`src/rtl/lh_pkg.sv`:
```
package lh_pkg;
  typedef enum logic {
    ST_IDLE = 1'b0,
    ST_RUN  = 1'b1
  } lh_state_e;
endpackage

```
`src/rtl/lh_coef_rom.sv`:
```
// Constant tables derived from T: per-row x-combining bits and
// per-row adjusted coefficients on bits solved in earlier groups.
module lh_coef_rom #(
  parameter int N = 16,
  parameter int L = 4,
  parameter logic [N*N-1:0] T = '0,
  localparam int G  = N / L,
  localparam int GW = (G > 1) ? $clog2(G) : 1
) (
  input  logic [GW-1:0]    grp,
  output logic [L*L-1:0]   mix_rows,
  output logic [L*N-1:0]   adj_rows
);
  // Inverse of the in-group diagonal block, one L-bit row per matrix row.
  function automatic logic [N*L-1:0] mk_mix();
    logic [N*L-1:0] m;
    logic [L-1:0]   row;
    m = '0;
    for (int g = 0; g < G; g++) begin
      for (int r = 0; r < L; r++) begin
        row    = '0;
        row[r] = 1'b1;
        for (int c = 0; c < r; c++) begin
          if (T[(g*L+r)*N + g*L + c]) row = row ^ m[(g*L+c)*L +: L];
        end
        m[(g*L+r)*L +: L] = row;
      end
    end
    return m;
  endfunction

  // Coefficients on earlier-group bits after folding in-group equations.
  function automatic logic [N*N-1:0] mk_adj();
    logic [N*N-1:0] a;
    logic [N-1:0]   row;
    logic [N-1:0]   mask;
    a = '0;
    for (int g = 0; g < G; g++) begin
      mask = '0;
      for (int c = 0; c < g*L; c++) mask[c] = 1'b1;
      for (int r = 0; r < L; r++) begin
        row = T[(g*L+r)*N +: N] & mask;
        for (int c = 0; c < r; c++) begin
          if (T[(g*L+r)*N + g*L + c]) row = row ^ a[(g*L+c)*N +: N];
        end
        a[(g*L+r)*N +: N] = row;
      end
    end
    return a;
  endfunction

  localparam logic [N*L-1:0] MIX = mk_mix();
  localparam logic [N*N-1:0] ADJ = mk_adj();

  always_comb begin
    mix_rows = MIX[int'(grp)*L*L +: L*L];
    adj_rows = ADJ[int'(grp)*L*N +: L*N];
  end
endmodule

```
`src/rtl/lh_lane.sv`:
```
// One solution bit: combined x term XOR history term, evaluated in parallel.
module lh_lane #(
  parameter int N = 16,
  parameter int L = 4
) (
  input  logic [L-1:0] x_grp,
  input  logic [L-1:0] mix_row,
  input  logic [N-1:0] adj_row,
  input  logic [N-1:0] hist,
  output logic         y
);
  logic x_term;
  logic h_term;
  always_comb begin
    x_term = ^(mix_row & x_grp);
    h_term = ^(adj_row & hist);
    y      = x_term ^ h_term;
  end
endmodule

```
`src/rtl/lh_ctrl.sv`:
```
// Solve sequencing, stream handshakes, output register and done pulse.
module lh_ctrl #(
  parameter int N = 16,
  parameter int L = 4,
  localparam int G  = N / L,
  localparam int GW = (G > 1) ? $clog2(G) : 1
) (
  input  logic          clk,
  input  logic          rst_n,
  input  logic          start,
  input  logic          x_valid,
  output logic          x_ready,
  input  logic          y_ready,
  output logic          y_valid,
  output logic [L-1:0]  y_data,
  input  logic [L-1:0]  y_next,
  output logic          done,
  output logic [GW-1:0] grp,
  output logic          x_fire,
  output logic          clr
);
  import lh_pkg::*;

  lh_state_e    st_q;
  logic [GW-1:0] grp_q;
  logic          in_done_q;
  logic          yv_q;
  logic          ylast_q;
  logic [L-1:0]  yd_q;
  logic          done_q;
  logic          y_fire;
  logic          grp_last;

  always_comb begin
    grp_last = (grp_q == GW'(G-1));
    x_ready  = (st_q == ST_RUN) && !in_done_q && (!yv_q || y_ready);
    x_fire   = x_valid && x_ready;
    y_fire   = yv_q && y_ready;
    clr      = (st_q == ST_IDLE) && start;
    grp      = grp_q;
    y_valid  = yv_q;
    y_data   = yd_q;
    done     = done_q;
  end

  always_ff @(posedge clk or negedge rst_n) begin
    if (!rst_n) begin
      st_q      <= ST_IDLE;
      grp_q     <= '0;
      in_done_q <= 1'b0;
      yv_q      <= 1'b0;
      ylast_q   <= 1'b0;
      yd_q      <= '0;
      done_q    <= 1'b0;
    end else begin
      done_q <= 1'b0;
      if (clr) begin
        st_q      <= ST_RUN;
        grp_q     <= '0;
        in_done_q <= 1'b0;
      end
      if (x_fire) begin
        yd_q    <= y_next;
        yv_q    <= 1'b1;
        ylast_q <= grp_last;
        if (grp_last) in_done_q <= 1'b1;
        else          grp_q     <= grp_q + 1'b1;
      end else if (y_fire) begin
        yv_q <= 1'b0;
      end
      if (y_fire && ylast_q) begin
        st_q   <= ST_IDLE;
        done_q <= 1'b1;
      end
    end
  end

  p_hold_r5: assert property (@(posedge clk) disable iff (!rst_n)
    (yv_q && !y_ready) |=> (yv_q && $stable(yd_q)));

  p_done_pulse_r7: assert property (@(posedge clk) disable iff (!rst_n)
    done_q |=> !done_q);

  p_done_follows_last_r7: assert property (@(posedge clk) disable iff (!rst_n)
    (y_fire && ylast_q) |=> (done_q && !x_ready));

  p_stop_after_last_r4: assert property (@(posedge clk) disable iff (!rst_n)
    (x_fire && grp_last) |=> !x_ready);

  p_start_ignored_r8: assert property (@(posedge clk) disable iff (!rst_n)
    ((st_q == ST_RUN) && start && !(y_fire && ylast_q)) |=> (st_q == ST_RUN));
endmodule

```
`src/rtl/lt_backsub.sv`:
```
module lt_backsub #(
  parameter int N = 16,
  parameter int L = 4,
  parameter logic [N*N-1:0] T = '0
) (
  input  logic         clk,
  input  logic         rst_n,
  input  logic         start,
  input  logic         x_valid,
  output logic         x_ready,
  input  logic [L-1:0] x_data,
  output logic         y_valid,
  input  logic         y_ready,
  output logic [L-1:0] y_data,
  output logic         done
);
  localparam int G  = N / L;
  localparam int GW = (G > 1) ? $clog2(G) : 1;

  logic [GW-1:0]  grp;
  logic           x_fire;
  logic           clr;
  logic [L*L-1:0] mix_rows;
  logic [L*N-1:0] adj_rows;
  logic [N-1:0]   hist;
  logic [L-1:0]   y_next;

  lh_coef_rom #(.N(N), .L(L), .T(T)) u_rom (
    .grp      (grp),
    .mix_rows (mix_rows),
    .adj_rows (adj_rows)
  );

  for (genvar r = 0; r < L; r++) begin : g_lane
    lh_lane #(.N(N), .L(L)) u_lane (
      .x_grp   (x_data),
      .mix_row (mix_rows[r*L +: L]),
      .adj_row (adj_rows[r*N +: N]),
      .hist    (hist),
      .y       (y_next[r])
    );
  end

  // Solved bits, written at their own column positions.
  always_ff @(posedge clk or negedge rst_n) begin
    if (!rst_n)      hist <= '0;
    else if (clr)    hist <= '0;
    else if (x_fire) hist[int'(grp)*L +: L] <= y_next;
  end

  lh_ctrl #(.N(N), .L(L)) u_ctrl (
    .clk     (clk),
    .rst_n   (rst_n),
    .start   (start),
    .x_valid (x_valid),
    .x_ready (x_ready),
    .y_ready (y_ready),
    .y_valid (y_valid),
    .y_data  (y_data),
    .y_next  (y_next),
    .done    (done),
    .grp     (grp),
    .x_fire  (x_fire),
    .clr     (clr)
  );
endmodule

```
`config.mk`:
```
export PLATFORM = sky130hd
export DESIGN_NAME = lt_backsub
export DESIGN_NICKNAME = d
export VERILOG_FILES = /design/src/rtl/lh_pkg.sv /design/src/rtl/lh_coef_rom.sv /design/src/rtl/lh_lane.sv /design/src/rtl/lh_ctrl.sv /design/src/rtl/lt_backsub.sv
export SDC_FILE = /design/constraint.sdc
export NUM_CORES = 1
export LEC_CHECK = 0
export BUFFER_PORTS_ARGS = -buffer_cell sky130_fd_sc_hd__clkbuf_2
export CORE_ASPECT_RATIO = 1.1
export CORE_MARGIN = 4
export CORE_UTILIZATION = 57
export DETAILED_ROUTE_END_ITERATION = 10
export PLACE_DENSITY_LB_ADDON = 0.15
export SLEW_MARGIN = 20
export SYNTH_ARGS = -nofsm -noshare
export SYNTH_HDL_FRONTEND = slang
export SYNTH_HIERARCHICAL = 1
export SYNTH_SLANG_ARGS = --single-unit
```
`constraint.sdc`:
```
create_clock -name clk -period 1.6 [get_ports clk]
set_input_delay 0.24 -clock clk [delete_from_list [all_inputs] [get_ports clk]]
set_output_delay 0.24 -clock clk [all_outputs]
set_load 0.1 [all_outputs]
```
==> Word-level counts from Yosys, hierarchy flattened <==
Cells that the tools add are included.
{ "totals": {"elab_cells": 62, "latchBits": 0, "n_memories": 0, "regBits": 27, "output_inout_bits": 7, "input_bits": 9, "romBits": 0, "ram_bits": 0} }
{ "op_classes": {"div_mod_pow": 0, "eq_ne": 1, "shift": 4, "n_mux": 14, "reduce_logical": 20, "magnitude_cmp": 0, "n_bitwise": 13, "mul": 0, "add_sub_neg": 2} }
{ "op_table": {"columns": ["operator", "n"], "rows": [
  ["variable part select 256 x 9 -> 64 bit, first input constant", 1],
  ["bitwise AND 16 bit", 4],
  ["XOR reduction 16 bit", 4],
  ["variable part select 64 x 7 -> 16 bit, first input constant", 1],
  ["negator 4 -> 33 bit", 1],
  ["variable shift 4 x 33 -> 16 bit, first input constant", 1],
  ["variable part select 4 x 33 -> 16 bit", 1],
  ["two-way mux 16 bit", 2],
  ["bitwise AND 4 bit", 4],
  ["bitwise mux 16 bit", 1],
  ["XOR reduction 4 bit", 4],
  ["two-way mux 1 bit", 8],
  ["logical AND 1 bit", 6],
  ["two-way mux 2 bit", 3],
  ["nonzero test 2 bit", 3],
  ["XOR 1 bit", 4],
  ["adder 2 x 1 -> 2 bit, second input constant", 1],
  ["== test 2 bit, second input constant", 1],
  ["zero test 1 bit", 2],
  ["logical OR 1 bit", 1],
  ["inverter 1 bit", 1]
]} }

==> Logic depth before layout (Yosys ltp) <==
Gate-level depths: netlist of run 1.
{ "depth": {"depth_word": 8, "ltp_mapped": 8, "depth_no_buf": 7} }

==> Hierarchy <==
Netlist of run 1, hierarchy kept.
{ "modules_own_cells": {"columns": ["module", "cells_each", "n_inst", "area_each_um2", "seq_area_each_um2"], "rows": [
  ["lh_lane", 38, 4, 246.5, 0.0],
  ["lt_backsub", 73, 1, 829.5, 400.4],
  ["lh_coef_rom", 82, 1, 608.1, 0.0],
  ["lh_ctrl", 35, 1, 503.0, 275.3]
]} }

==> Worst setup path before layout of run 1 <==
Ideal clock, no wire load.
{ "synth_timing": {"path_type": "reg-to-reg", "start": "reg u_ctrl.yv_q (netlist: u_ctrl/y_valid)", "end": "reg hist[12]", "path_slack_ps": -446, "path_stages_with_launch": 7, "setup_ps": 101, "arrival_time_ps": 1945, "path_buffers": 1, "required_ps": 1499, "synth_period_minus_slack_ps": 2046, "path_cell_list": "dfrtp_1 -> nand2b_4 -> nand3_4 -> inv_6 -> buf_6 -> or3b_1 -> o32ai_1"} }
{ "synth_between": {"elab_chain_len": 5} }
{ "synth_lines": {"columns": ["item", "line", "rtl"], "rows": [
  ["from (decl)", "lh_ctrl.sv:27", "logic yv_q;"],
  ["from (signal assigned)", "lh_ctrl.sv:51", "yv_q <= 1'b0;"],
  ["from (signal assigned)", "lh_ctrl.sv:64", "yv_q <= 1'b1;"],
  ["from (signal assigned)", "lh_ctrl.sv:69", "yv_q <= 1'b0;"],
  ["zero test 1 bit", "lh_ctrl.sv:36", "x_ready = (st_q == ST_RUN) && !in_done_q && (!yv_q || y_ready);"],
  ["logical OR 1 bit", "lh_ctrl.sv:36", null],
  ["logical AND 1 bit", "lh_ctrl.sv:36", null],
  ["logical AND 1 bit", "lh_ctrl.sv:37", "x_fire = x_valid && x_ready;"],
  ["net x_fire", "lt_backsub.sv:21", "logic x_fire;"],
  ["nonzero test 2 bit (no source line)", null, null],
  ["to (signal, indexed assignment)", "lt_backsub.sv:48", "else if (x_fire) hist[int'(grp)*L +: L] <= y_next;"],
  ["to (decl)", "lt_backsub.sv:25", "logic [N-1:0] hist;"]
]} }
The timed path passes the listed nets, and every way through them passes these cells.
A chain may end at the register's enable or synchronous reset.

==> Worst setup path in the final report of run 1 <==
{ "layout_timing": {"start": "reg u_ctrl.in_done_q", "end": "reg hist[15]"} }
{ "layout_between": {"elab_chain_len": 5} }
{ "layout_lines": {"columns": ["item", "line", "rtl"], "rows": [
  ["from (decl)", "lh_ctrl.sv:26", "logic in_done_q;"],
  ["from (signal assigned)", "lh_ctrl.sv:50", "in_done_q <= 1'b0;"],
  ["from (signal assigned)", "lh_ctrl.sv:60", "in_done_q <= 1'b0;"],
  ["from (signal assigned)", "lh_ctrl.sv:66", "if (grp_last) in_done_q <= 1'b1;"],
  ["zero test 1 bit", "lh_ctrl.sv:36", null],
  ["logical AND 1 bit (2 in series)", "lh_ctrl.sv:36", null],
  ["logical AND 1 bit", "lh_ctrl.sv:37", null],
  ["net x_fire", "lt_backsub.sv:21", null],
  ["nonzero test 2 bit (no source line)", null, null]
]} }
The timed path passes the listed nets, and every way through them passes these cells.

==> key figures, run 1 <==
Place
  • Placed cell count: 427
  • Final GP Congestion: 0.820
  • IO Port Bufs: 15
  • Pre-CTS WS: -0.157 ns
  • Placed Area: 2910 sq um
  • DP Wirelength: 3490 um

Min path
  • Worst hold path type: primary input to flop

Critical path
  • CP endpoint: hist[15]
  • RR Endpoint: hist[15]
  • CP Class: flop to flop
  • R2r setup slk: 0.08 ns
  • Worst Reg-to-Reg Cells: 5
  • Critical path launch point type: flop
  • Worst EP required: 1.78 ns
  • CP Data Arrival Time: 1.70 ns
  • RR Startpoint: u_ctrl/in_done_q
  • Crit path launch: u_ctrl/in_done_q
  • Kind of end point of the critical path: flop
  • Crit-path max FO: 11

Clock tree
  • Root Buffer: clkbuf_8
  • Clock Sinks: 27
  • Total setup buffers inserted after CTS: 0
  • CTS tree: built
  • CTS HTree Levels: 1
  • Total CTS buffers: 3
  • Clock Path Buffers: 2
  • Reg clk slew, reported paths: 0.09 ns
  • Worst-Skew Late Latency: 0.27 ns

Logic synthesis
  • Ys async rst share: 100%
  • Post-synth EDFFs: 0
  • Synth warn: 6
  • Syn_area_per_cell: 8.56 sq um
  • Post-synth top flop: dfrtp_1
  • Post-synth top area share: 23.1%
  • Post-synthesis cell type count: 35
  • Area of the mapped netlist: 2930 sq um
  • Cells after Synth: 342
  • Register area share after synthesis: 23.1%
  • Synth area leaders: dfrtp_1, buf_4, xnor2_1
  • Area leader, netlist: dfrtp_1
  • Flops & latches, synth: 27

Layout
  • Most frequent cells in the layout: nand2_1, conb_1, xnor2_1, dfrtp_1
  • Design Area, Final: 2980 sq um
  • Antenna cells: 0
  • Most common cell after layout, fill and taps aside: nand2_1
  • Nets: 390
  • Final Non-Filler Cells: 432
  • Share of layout cells above drive strength 1: 15.5%
  • Area delta synth->final: 1.97%

Route
  • Drt total wl: 4260 um
  • # DRC: 0
  • Iteration count of the initial detailed-routing pass: 4
  • Routed wire per std cell: 9.87 um
  • Via count: 1818
  • DR vias/cell: 4.21
  • Initial DRC Count: 31
  • DRT antenna net count: 0

STA
  • Final setup viols: 0
  • RSZ-0062 raised after global routing: false
  • Max Freq: 0.658 GHz
  • Worst Tran Pin Value: 0.649 ns
  • Final hold vios: 0
  • Min Clock Period, post-route: 1.52 ns
  • Setup ws final: 0.0803 ns
  • Final period util: 95.0%
  • Setup Skew: 0.00378 ns
  • Final slew viol count: 0
  • Slew margin rel.: 56.7%

Die
  • Die height: 83.2 um
  • # rows: 27
  • Die X-Extent: 76.3 um
  • Core box area: 5000 sq um
  • Initial Util: 58.5%
  • Die area: 6350 sq um
  • Ports: 16

Global route
  • Total GRT Usage: 14.0%
  • Gr ovfl total: 0
  • Initial antenna violation count: 0
  • Vias in the first global route: 1685
  • Global-route wire length before repair: 7460 um
  • Pin count of the biggest net entering global routing: 28

Job
  • Max cap viols: 0

Run status
  • Run status: completed
-- sequential cells by signal (all words and copies together) (netlist names) --
signal / count
hist: 16
u_ctrl/y_data: 4
u_ctrl/grp: 2
u_ctrl/done: 1
u_ctrl/in_done_q: 1
u_ctrl/st_q: 1
u_ctrl/y_valid: 1
u_ctrl/ylast_q: 1
-- what timing repair did --
| item | in CTS | in global routing |
|---|---|---|
| gates resized for setup | 0 | 2 |
| endpoints found under the setup margin | 0 | 2 |
| hold endpoints to repair | 16 | 0 |
| hold buffers | 1 | 0 |
-- cells in the mapped netlist, types with 2 or more instances --
| cell type | n |
|---|---|
| ha_1 | 6 |
| mux2i_1 | 2 |
| conb_1 | 2 |
| mux2_4 | 5 |
| nand2_1 | 91 |
| xnor2_1 | 52 |
| xnor3_1 | 4 |
| dfrtp_1 | 27 |
| xor2_1 | 16 |
| a32o_1 | 5 |
| inv_1 | 12 |
| a21o_2 | 2 |
| buf_4 | 80 |
| buf_6 | 2 |
| o32ai_1 | 7 |
| nor4bb_1 | 4 |
| nor2_1 | 2 |
| a22o_1 | 5 |
| a21oi_1 | 2 |
-- routing by layer --
layer | up-vias | share of wire (%) | track usage, %
met5 | - | 0 | 0
met4 | 0 | 0.63 | 3.95
met3 | 2 | 1.7 | 1.08
met2 | 12 | 51 | 24.9
met1 | 800 | 47 | 18.2
li1 | 1004 | - | -
-- through the flow --
step	util (%)	TNS (ns)	hold WS (ns)
2_1_floorplan	-	-0.393	-0.0556
3_3_place_gp	58.3	-0.667	0.304
3_5_place_dp	58.3	-0.849	0.303
4_1_cts	59.4	0	0.208
5_1_grt	59.7	0	0.238
6_report	59.7	0	0.215
-- cell families after synthesis --
logic type,Yosys count,synth area share [%]
and+or+nand+nor,112,18.0
AOI/OAI and AO/OA,21,6.24
buffers and inverters,95,23.1
DFF,27,23.1
xor gates and xnor gates,72,23.4
adders and majority gates,6,2.57
muxes,7,3.25
other,2,0.257
-- critical path, cell delays in order, from the launching register on --
cell and delay, ns:
dfrtp_1 0.42, nor2b_4 0.16, nand3_4 0.12, inv_6 0.10, or3b_4 0.41, o32ai_2 0.21
-- worst min-delay path by stage --
stage | to | slack, ns | from | cells past startpoint
2_1_floorplan | hist[0] | -0.06 | rst_n | 0
3_3_place_gp | u_ctrl/y_data[1] | 0.30 | rst_n | 1
3_5_place_dp | u_ctrl/y_data[1] | 0.30 | rst_n | 1
4_1_cts | u_ctrl/st_q | 0.21 | start | 3
5_1_grt | u_ctrl/st_q | 0.24 | start | 3
6_report | u_ctrl/st_q | 0.22 | start | 3
-- layout make-up --
cell class / instances / area, sq um
Fill cell: 455 / 2020
Timing Repair Buffer: 32 / 220
Tap cell: 58 / 72.6
Multi-Input combinational cell: 298 / 1910
Sequential cell: 27 / 679
Clock buffer: 3 / 41.3
Clock inverter: 1 / 7.51
Inverter: 13 / 53.8
Power of run 1 is not shown: default switching activity piles up to over one toggle a cycle in this logic, so the estimate is an artifact.
==> inputs of run 2 (changes only) <==
Settings changed: CORE_AREA from default to 4 4 41 43, CORE_ASPECT_RATIO 1.1 to default, CORE_MARGIN 4 to default, CORE_UTILIZATION 57 to default, DIE_AREA from default to 0 0 45 47, SYNTH_HIERARCHICAL 1 to default.
Clock period 1.6 ns to 1.9 ns, I/O delays scaled along.
==> run 2 against run 1 <==
  * Wire length shrank 81%
  * Worst setup slack better by 0.21 ns
  * Global-route usage decreased by 3.4 points
  * Clock-buffer cell count rose by 1
  * Critical path type is now flop to output pin
==> key figures, run 2 <==
Die
  • Die height: 47 um (was 83.2 um)
  • Ports: 16 (unchanged)
  • Die area: 2120 sq um (was 6350 sq um)
  • Die X-Extent: 45 um (was 76.3 um)
  • Initial Util: 36.9% (was 58.5%)
  • # rows: 13 (was 27)
  • Core box area: 1300 sq um (was 5000 sq um)

Layout
  • Most frequent cells in the layout: clkbuf_2, dfrtp_1, mux2_4, nand2_1, clkbuf_4 (was nand2_1, conb_1, xnor2_1, dfrtp_1)
  • Most common cell after layout, fill and taps aside: clkbuf_2 (was nand2_1)
  • Area delta synth->final: 28.1% (was 1.97%)
  • Share of layout cells above drive strength 1: 50.9% (was 15.5%)
  • Nets: 64 (was 390)
  • Antenna cells: 0 (unchanged)
  • Max reg flops: 4 (was 16)

Critical path
  • Critical path launch point type: flop (unchanged)
  • Worst Reg-to-Reg Cells: 3 (was 5)
  • RR Startpoint: u_ctrl.y_valid (was u_ctrl/in_done_q)
  • CP bufs+invs: 1 (unchanged)
  • Worst EP required: 1.62 ns (was 1.78 ns)
  • CP Class: flop to output pin (was flop to flop)
  • R2r setup slk: 0.69 ns (was 0.08 ns)
  • Slowest stage cell, crit path: dfrtp_2 (was dfrtp_1)
  • Top delay family on crit path: flip-flops (was simple AND/OR/NAND/NOR gates)
  • Kind of end point of the critical path: output pin (was flop)
  • CP peak stage delay: 0.40 ns (was 0.42 ns)
  • RR Endpoint: u_ctrl.y_data[3] (was hist[15])
  • Crit-path max FO: 4 (was 11)
  • CP Data Arrival Time: 1.32 ns (was 1.70 ns)
  • Levels on crit path: 3 (was 5)
  • CP Cell Sequence: nand2b_1, and2_2, buf_4 (was nor2b_4, nand3_4, inv_6, or3b_4, o32ai_2)

Clock tree
  • Total CTS buffers: 3 (unchanged)
  • Clock Sinks: 11 (was 27)
  • Worst-Skew Late Latency: 0.25 ns (was 0.27 ns)
  • Post-CTS Resized: 0 (unchanged)
  • CTS tree: built (unchanged)
  • CTS HTree Levels: 1 (unchanged)
  • Reg clk slew, reported paths: 0.06 ns (was 0.09 ns)
  • Total setup buffers inserted after CTS: 0 (unchanged)
  • Root Buffer: clkbuf_4 (was clkbuf_8)
  • Clock Path Buffers: 2 (unchanged)

Logic synthesis
  • Synth area leaders: dfrtp_1, mux2_4, mux2i_1 (was dfrtp_1, buf_4, xnor2_1)
  • Synth warn: 0 (was 6)
  • Flops & latches, synth: 11 (was 27)
  • Register area share after synthesis: 57.3% (was 23.1%)
  • Post-synth top area share: 57.3% (was 23.1%)
  • Cells after Synth: 33 (was 342)
  • Area of the mapped netlist: 480 sq um (was 2930 sq um)
  • Most frequent cell after synthesis: dfrtp_1 (was nand2_1)
  • Ys async rst share: 100% (unchanged)
  • Syn_area_per_cell: 14.6 sq um (was 8.56 sq um)
  • Post-synth EDFFs: 0 (unchanged)
  • Post-synth top flop: dfrtp_1 (unchanged)
  • List of most frequent post-synthesis cells: dfrtp_1, mux2_4, nand2_1 (was nand2_1, buf_4, xnor2_1, dfrtp_1, xor2_1)
  • Post-synthesis cell type count: 14 (was 35)
  • Synthesized net count: 43
  • Area leader, netlist: dfrtp_1 (unchanged)

Route
  • Iteration count of the initial detailed-routing pass: 2 (was 4)
  • Drt total wl: 822 um (was 4260 um)
  • # DRC: 0 (unchanged)
  • DRT antenna net count: 0 (unchanged)
  • DR vias/cell: 4.65 (was 4.21)
  • Initial DRC Count: 1 (was 31)
  • Routed wire per std cell: 12.1 um (was 9.87 um)
  • Via count: 316 (was 1818)

Global route
  • Gr ovfl total: 0 (unchanged)
  • Global-route wire length before repair: 1610 um (was 7460 um)
  • Total GRT Usage: 10.6% (was 14.0%)
  • Initial antenna violation count: 0 (unchanged)
  • Pin count of the biggest net entering global routing: 12 (was 28)
  • Vias in the first global route: 381 (was 1685)

STA
  • Final setup viols: 0 (unchanged)
  • RSZ-0062 raised after global routing: false (unchanged)
  • Final slew viol count: 0 (unchanged)
  • Max Freq: 0.622 GHz
  • Slew margin rel.: 63.5% (was 56.7%)
  • Setup Skew: 0.00193 ns (was 0.00378 ns)
  • Final period util: 84.7%
  • Final hold vios: 0 (unchanged)
  • Setup TNS: 0 ns (unchanged)
  • Worst Tran Pin Value: 0.550 ns (was 0.649 ns)
  • Min Clock Period, post-route: 1.61 ns

Run status
  • Run status: completed (unchanged)

Min path
  • Hold endpoint: u_ctrl.y_data[1] (was u_ctrl/st_q)
  • Hold Path Cell Cnt: 2 (was 3)
  • Worst hold path type: primary input to flop (unchanged)
  • Hold Path Origin: x_data[1] (was start)

Place
  • DP Wirelength: 695 um (was 3490 um)
  • IO Port Bufs: 15 (unchanged)
  • Final GP Congestion: 0.701 (was 0.820)

Job
  • Max cap viols: 0 (unchanged)
[run 2: cell count changes after synthesis, sizes merged, moves of 4 or more]
cell / before / now
a32o: 5 / 1
a22o: 5 / 0
inv: 13 / 1
xnor2: 52 / 0
xor2: 16 / 0
dfrtp: 27 / 11
xnor3: 4 / 0
buf: 82 / 0
nand2: 91 / 3
o32ai: 7 / 0
nor4bb: 4 / 0
ha: 6 / 1
[run 2: stage by stage]
| step | hold slack, ns | util, % | setup slack, ns | std cells | area (sq um) |
|---|---|---|---|---|---|
| 2_1_floorplan | -0.0106 | - | 0.176 | 33 | 483 |
| 3_3_place_gp | 0.163 | 44.5 | 0.589 | 63 | 579 |
| 3_5_place_dp | 0.169 | 44.5 | 0.554 | 63 | 579 |
| 4_1_cts | 0.255 | 47.3 | 0.274 | 68 | 616 |
| 5_1_grt | 0.250 | 47.3 | 0.197 | 68 | 616 |
| 6_report | 0.261 | 47.3 | 0.291 | 68 | 616 |
[run 2: kinds of logic after synthesis]
group / share of synthesized area (%)
DFF: 57.3
adders and majority gates: 2.60
and+or+nand+nor: 17.4
AOI/OAI and AO/OA: 2.08
muxes: 19.8
buffers and inverters: 0.781
[run 2: worst max path at each step]
stage                         from               end  slack [ns]
floorplan           u_ctrl.y_valid  u_ctrl.in_done_q        0.18
detailed placement         y_ready           x_ready        0.55
global placement           y_ready           x_ready        0.59
global route        u_ctrl.y_valid           x_ready        0.20
finish              u_ctrl.y_valid           x_ready        0.29
CTS                 u_ctrl.y_valid           x_ready        0.27
[run 2: timing repair]
action	4_1_cts	5_1_grt
hold buffers	1	0
endpoints found under the hold margin	11	0
endpoints found under the setup margin	0	0
[run 2: final cells by class]
class / count / area [sq um]
tap: 15 / 18.8
clock buffer: 4 / 26.3
timing repair buffer: 16 / 87.6
multi-input combinational: 21 / 203
fill: 123 / 686
sequential: 11 / 277
inverter: 1 / 3.75
[run 2: metal layers]
layer | GRT usage [%] | up-vias | routed length [um]
met5 | 0 | - | 0
met4 | 5.26 | 0 | 0
met3 | 2.68 | 0 | 55
met2 | 17.8 | 8 | 434
met1 | 12.6 | 154 | 333
li1 | - | 154 | -
Power of run 2 is left out for the same reason.
